==> config.mk <==
export PLATFORM = sky130hd
export DESIGN_NAME = rstseq_top
export DESIGN_NICKNAME = d
export VERILOG_FILES = /design/src/rtl/rstseq_pkg.sv /design/src/rtl/rstseq_phase_fsm.sv /design/src/rtl/rstseq_vec_base.sv /design/src/rtl/rstseq_exc_arb.sv /design/src/rtl/rstseq_top.sv
export SDC_FILE = /design/constraint.sdc
export NUM_CORES = 1
export LEC_CHECK = 0
export BUFFER_PORTS_ARGS = -buffer_cell sky130_fd_sc_hd__buf_2
export CAP_MARGIN = 25
export CORE_AREA = 4 4 83 85
export CTS_BUF_LIST = sky130_fd_sc_hd__clkbuf_2 sky130_fd_sc_hd__clkbuf_4 sky130_fd_sc_hd__clkbuf_8
export CTS_CLUSTER_SIZE = 40
export DETAILED_ROUTE_END_ITERATION = 8
export DIE_AREA = 0 0 87 89
export GPL_TIMING_DRIVEN = 0
export PLACE_DENSITY_LB_ADDON = 0.08
export SYNTH_ARGS = -nofsm -noshare
export SYNTH_HDL_FRONTEND = slang
export SYNTH_SLANG_ARGS = --single-unit
==> constraint.sdc <==
create_clock -name clk -period 2.61 [get_ports clk]
set_clock_uncertainty 0.15 [all_clocks]
set_input_delay 0.6525 -clock clk [delete_from_list [all_inputs] [get_ports clk]]
set_output_delay 0.6525 -clock clk [all_outputs]
set_load 0.005 [all_outputs]
==> src/rtl/rstseq_pkg.sv <==
package rstseq_pkg;
  localparam int ADDR_W      = 64;
  localparam int BASE_ZERO_W = 20;
  localparam int PH_W        = 3;

  typedef logic [ADDR_W-1:0] addr_t;
  typedef logic [PH_W-1:0]   phase_t;

  localparam phase_t PH_BASE = 3'd2;
  localparam phase_t PH_MEM  = 3'd6;
  localparam phase_t PH_RUN  = 3'd7;

  localparam addr_t OFF_SRESET = 64'h100;
  localparam addr_t OFF_MCHECK = 64'h200;

  localparam logic MODE_REAL = 1'b1;

  function automatic addr_t base_mask(input addr_t raw);
    addr_t keep;
    keep = {{(ADDR_W-BASE_ZERO_W){1'b1}}, {BASE_ZERO_W{1'b0}}};
    return raw & keep;
  endfunction

  function automatic addr_t vec_addr(input addr_t base, input addr_t off);
    return base_mask(base) | off;
  endfunction
endpackage

==> src/rtl/rstseq_phase_fsm.sv <==
module rstseq_phase_fsm
  import rstseq_pkg::*;
#(
  parameter int PHASE_CYCLES = 4,
  parameter int MEM_RST_HOLD = 2
) (
  input  logic   clk,
  input  logic   pwr_good,
  output phase_t phase,
  output logic   base_load,
  output logic   in_run,
  output logic   clk_en,
  output logic   mem_rst,
  output logic   boot_fetch
);
  localparam int CNT_W = (PHASE_CYCLES > 2) ? $clog2(PHASE_CYCLES) : 1;
  localparam logic [CNT_W-1:0] LAST_C = CNT_W'(PHASE_CYCLES - 1);
  localparam logic [CNT_W-1:0] HOLD_C = CNT_W'(MEM_RST_HOLD);
  localparam logic [CNT_W-1:0] BOOT_C = CNT_W'(MEM_RST_HOLD + 1);

  phase_t           phase_q;
  logic [CNT_W-1:0] cnt_q;
  logic             phase_last;

  always_ff @(posedge clk or negedge pwr_good) begin
    if (!pwr_good) begin
      phase_q <= '0;
      cnt_q   <= '0;
    end else if (phase_q != PH_RUN) begin
      if (cnt_q == LAST_C) begin
        cnt_q   <= '0;
        phase_q <= phase_q + 3'd1;
      end else begin
        cnt_q <= cnt_q + 1'b1;
      end
    end
  end

  // Timing events decoded from (phase, count)
  always_comb begin
    phase_last = (phase_q != PH_RUN) && (cnt_q == LAST_C);
    base_load  = (phase_q == PH_BASE) && phase_last;
    in_run     = (phase_q == PH_RUN);
    clk_en     = (phase_q >= PH_MEM);
    mem_rst    = !(in_run || ((phase_q == PH_MEM) && (cnt_q >= HOLD_C)));
    boot_fetch = (phase_q == PH_MEM) && (cnt_q == BOOT_C);
  end

  assign phase = phase_q;

  // phase only advances by one step
  p_phase_step_r1: assert property (@(posedge clk) disable iff (!pwr_good)
    (phase_q != $past(phase_q)) |-> (phase_q == $past(phase_q) + 3'd1));

  // run is sticky until power-good drops
  p_run_sticky_r1: assert property (@(posedge clk) disable iff (!pwr_good)
    (phase_q == PH_RUN) |=> (phase_q == PH_RUN));

  // the interface stays in reset while its clock is off
  p_rst_without_clk_r3: assert property (@(posedge clk) disable iff (!pwr_good)
    !clk_en |-> mem_rst);

  // clock enable never drops after rising
  p_clk_sticky_r3: assert property (@(posedge clk) disable iff (!pwr_good)
    clk_en |=> clk_en);

  // boot fetch follows reset release by one cycle
  p_boot_after_release_r4: assert property (@(posedge clk) disable iff (!pwr_good)
    $fell(mem_rst) |=> boot_fetch);
endmodule

==> src/rtl/rstseq_vec_base.sv <==
module rstseq_vec_base
  import rstseq_pkg::*;
(
  input  logic   clk,
  input  logic   pwr_good,
  input  phase_t phase,
  input  logic   load,
  input  addr_t  base_in,
  output addr_t  base_q
);
  addr_t base_r;

  always_ff @(posedge clk or negedge pwr_good) begin
    if (!pwr_good) base_r <= '0;
    else if (load)  base_r <= base_mask(base_in);
  end

  assign base_q = base_r;

  // the base never moves outside phase 2
  p_base_hold_r2: assert property (@(posedge clk) disable iff (!pwr_good)
    (phase != PH_BASE) |=> $stable(base_r));
endmodule

==> src/rtl/rstseq_exc_arb.sv <==
module rstseq_exc_arb (
  input  logic clk,
  input  logic pwr_good,
  input  logic run,
  input  logic sr_req,
  input  logic mc_req,
  output logic sr_pend,
  output logic mc_pend,
  output logic take_sr,
  output logic take_mc
);
  logic sr_q, mc_q;

  // System reset outranks machine check; both wait for run
  always_comb begin
    take_sr = run && sr_q;
    take_mc = run && mc_q && !sr_q;
  end

  always_ff @(posedge clk or negedge pwr_good) begin
    if (!pwr_good) begin
      sr_q <= 1'b0;
      mc_q <= 1'b0;
    end else begin
      sr_q <= (sr_q && !take_sr) || sr_req;
      mc_q <= (mc_q && !take_mc) || mc_req;
    end
  end

  assign sr_pend = sr_q;
  assign mc_pend = mc_q;

  // pending requests survive until run
  p_sr_held_r8: assert property (@(posedge clk) disable iff (!pwr_good)
    (sr_q && !run) |=> sr_q);
  p_mc_held_r8: assert property (@(posedge clk) disable iff (!pwr_good)
    (mc_q && !run) |=> mc_q);

  // machine check pending survives a system reset pending
  p_mc_deferred_r7: assert property (@(posedge clk) disable iff (!pwr_good)
    (mc_q && sr_q) |=> mc_q);
endmodule

==> src/rtl/rstseq_top.sv <==
module rstseq_top
  import rstseq_pkg::*;
#(
  parameter int PHASE_CYCLES = 4,
  parameter int MEM_RST_HOLD = 2
) (
  input  logic        clk,
  input  logic        pwr_good_i,
  input  logic [63:0] vec_base_i,
  input  logic        sreset_req_i,
  input  logic        mcheck_req_i,
  output logic [2:0]  phase_o,
  output logic        mem_clk_en_o,
  output logic        mem_rst_o,
  output logic [63:0] fetch_addr_o,
  output logic        fetch_vld_o,
  output logic        xlate_off_o,
  output logic        cache_off_o
);
  phase_t phase;
  logic   base_load, in_run, clk_en, mem_rst, boot_fetch;
  addr_t  base_q;
  logic   sr_pend, mc_pend, take_sr, take_mc;

  rstseq_phase_fsm #(
    .PHASE_CYCLES(PHASE_CYCLES),
    .MEM_RST_HOLD(MEM_RST_HOLD)
  ) u_fsm (
    .clk(clk), .pwr_good(pwr_good_i), .phase(phase), .base_load(base_load),
    .in_run(in_run), .clk_en(clk_en), .mem_rst(mem_rst), .boot_fetch(boot_fetch)
  );

  rstseq_vec_base u_base (
    .clk(clk), .pwr_good(pwr_good_i), .phase(phase), .load(base_load),
    .base_in(vec_base_i), .base_q(base_q)
  );

  rstseq_exc_arb u_arb (
    .clk(clk), .pwr_good(pwr_good_i), .run(in_run),
    .sr_req(sreset_req_i), .mc_req(mcheck_req_i),
    .sr_pend(sr_pend), .mc_pend(mc_pend), .take_sr(take_sr), .take_mc(take_mc)
  );

  always_comb begin
    fetch_vld_o  = boot_fetch || take_sr || take_mc;
    fetch_addr_o = '0;
    if (take_mc)                  fetch_addr_o = vec_addr(base_q, OFF_MCHECK);
    else if (boot_fetch || take_sr) fetch_addr_o = vec_addr(base_q, OFF_SRESET);
  end

  assign phase_o      = phase;
  assign mem_clk_en_o = clk_en;
  assign mem_rst_o    = mem_rst;
  assign xlate_off_o  = MODE_REAL;
  assign cache_off_o  = MODE_REAL;

  // boot fetch targets the system-reset vector
  p_boot_addr_r4: assert property (@(posedge clk) disable iff (!pwr_good_i)
    boot_fetch |-> (fetch_vld_o && fetch_addr_o == vec_addr(base_q, OFF_SRESET)));

  // a pending system reset is served at once in run
  p_sr_served_r6: assert property (@(posedge clk) disable iff (!pwr_good_i)
    (in_run && sr_pend) |-> (fetch_vld_o && fetch_addr_o == vec_addr(base_q, OFF_SRESET)));

  // machine check is served when no system reset waits
  p_mc_served_r7: assert property (@(posedge clk) disable iff (!pwr_good_i)
    (in_run && mc_pend && !sr_pend) |-> (fetch_vld_o && fetch_addr_o == vec_addr(base_q, OFF_MCHECK)));

  // fetch strobe only at boot or in run, one source at a time
  p_fetch_gated_r9: assert property (@(posedge clk) disable iff (!pwr_good_i)
    fetch_vld_o |-> (in_run || boot_fetch));
  p_one_source_r9: assert property (@(posedge clk) disable iff (!pwr_good_i)
    $onehot0({boot_fetch, take_sr, take_mc}));
endmodule

==> reports/qor.yml <==
outcome: "completed"
synthCells: 207
rows: 29
fin_crit_sh_pct: 95.9
drt_first_pass_iters: 4
synthAdderAreaFrac_pct: 2.24
yosys_warnings: 0
gp_congestion: 0.718
synthSimpleGateAreaFrac_pct: 3.23
fp.dieH_um: 89
synth_mux_area_share_pct: 23.9
grt_overflow: 0
setup_viol: 0
endpoint_kind: "output port"
synth_edf_count: 0
synth_compound_area_share_pct: 13.3
insertion_delay_ns: 0.30
die_area_um2: 7740
yosys.area_share.xor_xnor_pct: 0.314
required_ns: 1.81
syn_area_um2: 2790
dpl.hpwl_um: 4400
worst-path-max-fanout: 7
power_leakage_nw: 1.94
grt_max_degree: 31
ant_nets: 0
crit_arrival_ns: 1.70
tightest_slew_ns: 0.541
synthDistinctLibCells: 27
route.detailed.wl_per_inst_um: 15.0
yosysMostFrequentCell: "dfrtp_1"
num_antenna_cells: 0
first_global_vias: 1972
synthTopCellsByCount: "dfrtp_1, a21boi_0, mux2_4, buf_4, clkbuf_1"
via_per_inst: 4.65
wirelength_um: 6300
cts_sinks: 51
antenna_found_initial: 0
vias: 1950
fin_nets: 414
synth.avg_cell_area_um2: 13.5
hold_path.class: "input port to async pin"
cap_viol_max_count: 0
clock.fmax_mhz: 400
irDropWorstVdd_v: 0.000224
startpoint_type: "register"
synth.yosys.seq_area_share_pct: 45.8
ctsHoldBuffers: 0
cts_buffer_depth: 2
start_util_pct: 44.9
hold_viol_final: 0
period_needed_ns: 2.50
cts_tree: "yes"
placed_cells: 402
area_growth_pct: 38.1
worstSetupPathType: "register to output port"
stdcell_count: 419
async_reset_ff_share_pct: 100
rsz0062_at_grt: "false"
track_usage_pct: 16.7
drive_above_1_share_pct: 64.0
cts_buffers: 5
htreeDepth: 2
ios: 140
synth_seq_cells: 51
drc: 0
synth_top_area_cell: "dfrtp_1"
numPortBuffers: 99
slew_viol_final: 0
die_width_um: 87
slew_headroom_pct: 64.0
synth_ff_type: "dfrtp_1"
powerDensity_nw_per_um2: 440
synthTopCellsByArea: "dfrtp_1, mux2_4, a21boi_0"
drt_iter0_drc: 29
synth_top_family_by_area: "multiplexers"
grt_first_pass_wirelength_um: 9980
path_clk_slew_ns: 0.10
finalPower_mw: 1.69
fillers: 533
clockRootBuffer: "clkbuf_8"
synth_top_area_share_pct: 45.8
core-area_um2: 6200
-- per-stage QoR --
step	setup slack [ns]	cell area, um^2	util, %	setup TNS [ns]	hold WS (ns)
after global placement	-0.203	3450	55.6	-5.80	0.330
after detailed placement	-0.191	3470	55.9	-5.70	0.337
after CTS	-0.0178	3740	60.2	-0.148	0.187
after global routing	0.0140	3850	62.1	0	0.203
final	0.107	3850	62.1	0	0.175
after floorplan	0.308	2860	-	0	0.207
-- power by group --
group          total [mW]  switching [mW]  internal (mW)
registers           0.846          0.0203          0.826
logic               0.268           0.101          0.167
clock network       0.580           0.265          0.316
-- logic make-up after synthesis --
group / count (synthesis)
fa+ha+maj: 5
mux: 46
buf+inv: 39
flops: 51
compound gates: 51
xor+xnor: 1
simple gates: 12
other cells: 2
-- routing by layer --
| layer | part of all wire, % | GRT usage, % | vias to the layer above | wire length (um) |
|---|---|---|---|---|
| met4 | 0.67 | 3.82 | 0 | 42 |
| met2 | 47 | 26.8 | 70 | 2960 |
| met1 | 44 | 22.5 | 931 | 2790 |
| li1 | - | - | 944 | - |
| met3 | 8.0 | 4.79 | 5 | 503 |
| met5 | 0 | 0 | - | 0 |
-- critical path: stages, from the launching register on --
cell and delay (ns):
dfrtp_1 0.39, ha_2 0.20, ha_4 0.17, o21ai_4 0.16, buf_8 0.18, a21boi_1 0.15, buf_2 0.13
-- final cells by class --
cell class	count	area, um^2	area share, %
inverters	4	15.0	0.390
clock buffers	6	82.6	2.14
plain buffers	34	347	9.00
repair buffers	108	597	15.5
flip-flops and latches	51	1280	33.2
well taps	77	96.3	2.50
clock inverters	2	38.8	1.01
multi-input cells	137	1400	36.3
-- state kept, by name (all words and copies together) (netlist names) --
name	flops
u_base.base_q	44
u_fsm.phase	3
u_fsm.cnt_q	2
u_arb.mc_pend	1
u_arb.sr_pend	1
-- layout by cell type, fill, tap and decap left out --
cell type,count
a21boi_2,14
xnor2_1,1
clkbuf_8,7
inv_1,4
a21boi_1,19
ha_4,2
buf_12,5
buf_2,99
or2_2,1
buf_4,27
a21o_1,2
ha_2,1
a21oi_1,1
bufinv_16,1
nand2_1,2
mux2i_1,1
and2b_1,1
or3_1,1
or2b_1,1
ha_1,2
nand3_4,1
inv_6,1
nand3_2,1
nor2b_1,2
a31oi_1,1
and2_1,2
a21boi_0,11
o21ai_4,1
o21ai_2,1
conb_1,20
mux2_2,5
o21ai_0,2
dfrtp_1,50
buf_8,5
dfrtp_2,1
buf_6,5
nor4bb_4,1
mux2_4,40
-- path summary, 6_finish.rpt --
path | startpoint | endpoint | slack (ns) | cells after the start
min in group clk | u_base.base_q[24] | u_base.base_q[24] | 0.36 | 1
worst min register to register | u_base.base_q[24] | u_base.base_q[24] | 0.36 | 1
worst min-delay path | pwr_good_i | u_base.base_q[62] | 0.17 | 1
worst max register to register | u_fsm.phase[0] | u_base.base_q[27] | 0.42 | 7
worst max-delay path | u_fsm.phase[1] | fetch_addr_o[52] | 0.11 | 6
max in group asynchronous | pwr_good_i | u_base.base_q[24] | 1.60 | 2
-- repair_timing --
| item | CTS | global route |
|---|---|---|
| resized for setup | 36 | 60 |
| cloned | 5 | 1 |
| setup buffers | 2 | 2 |
| pin swaps | 1 | 1 |
| setup endpoints to repair | 46 | 41 |
(Power assumes the default switching activity.)
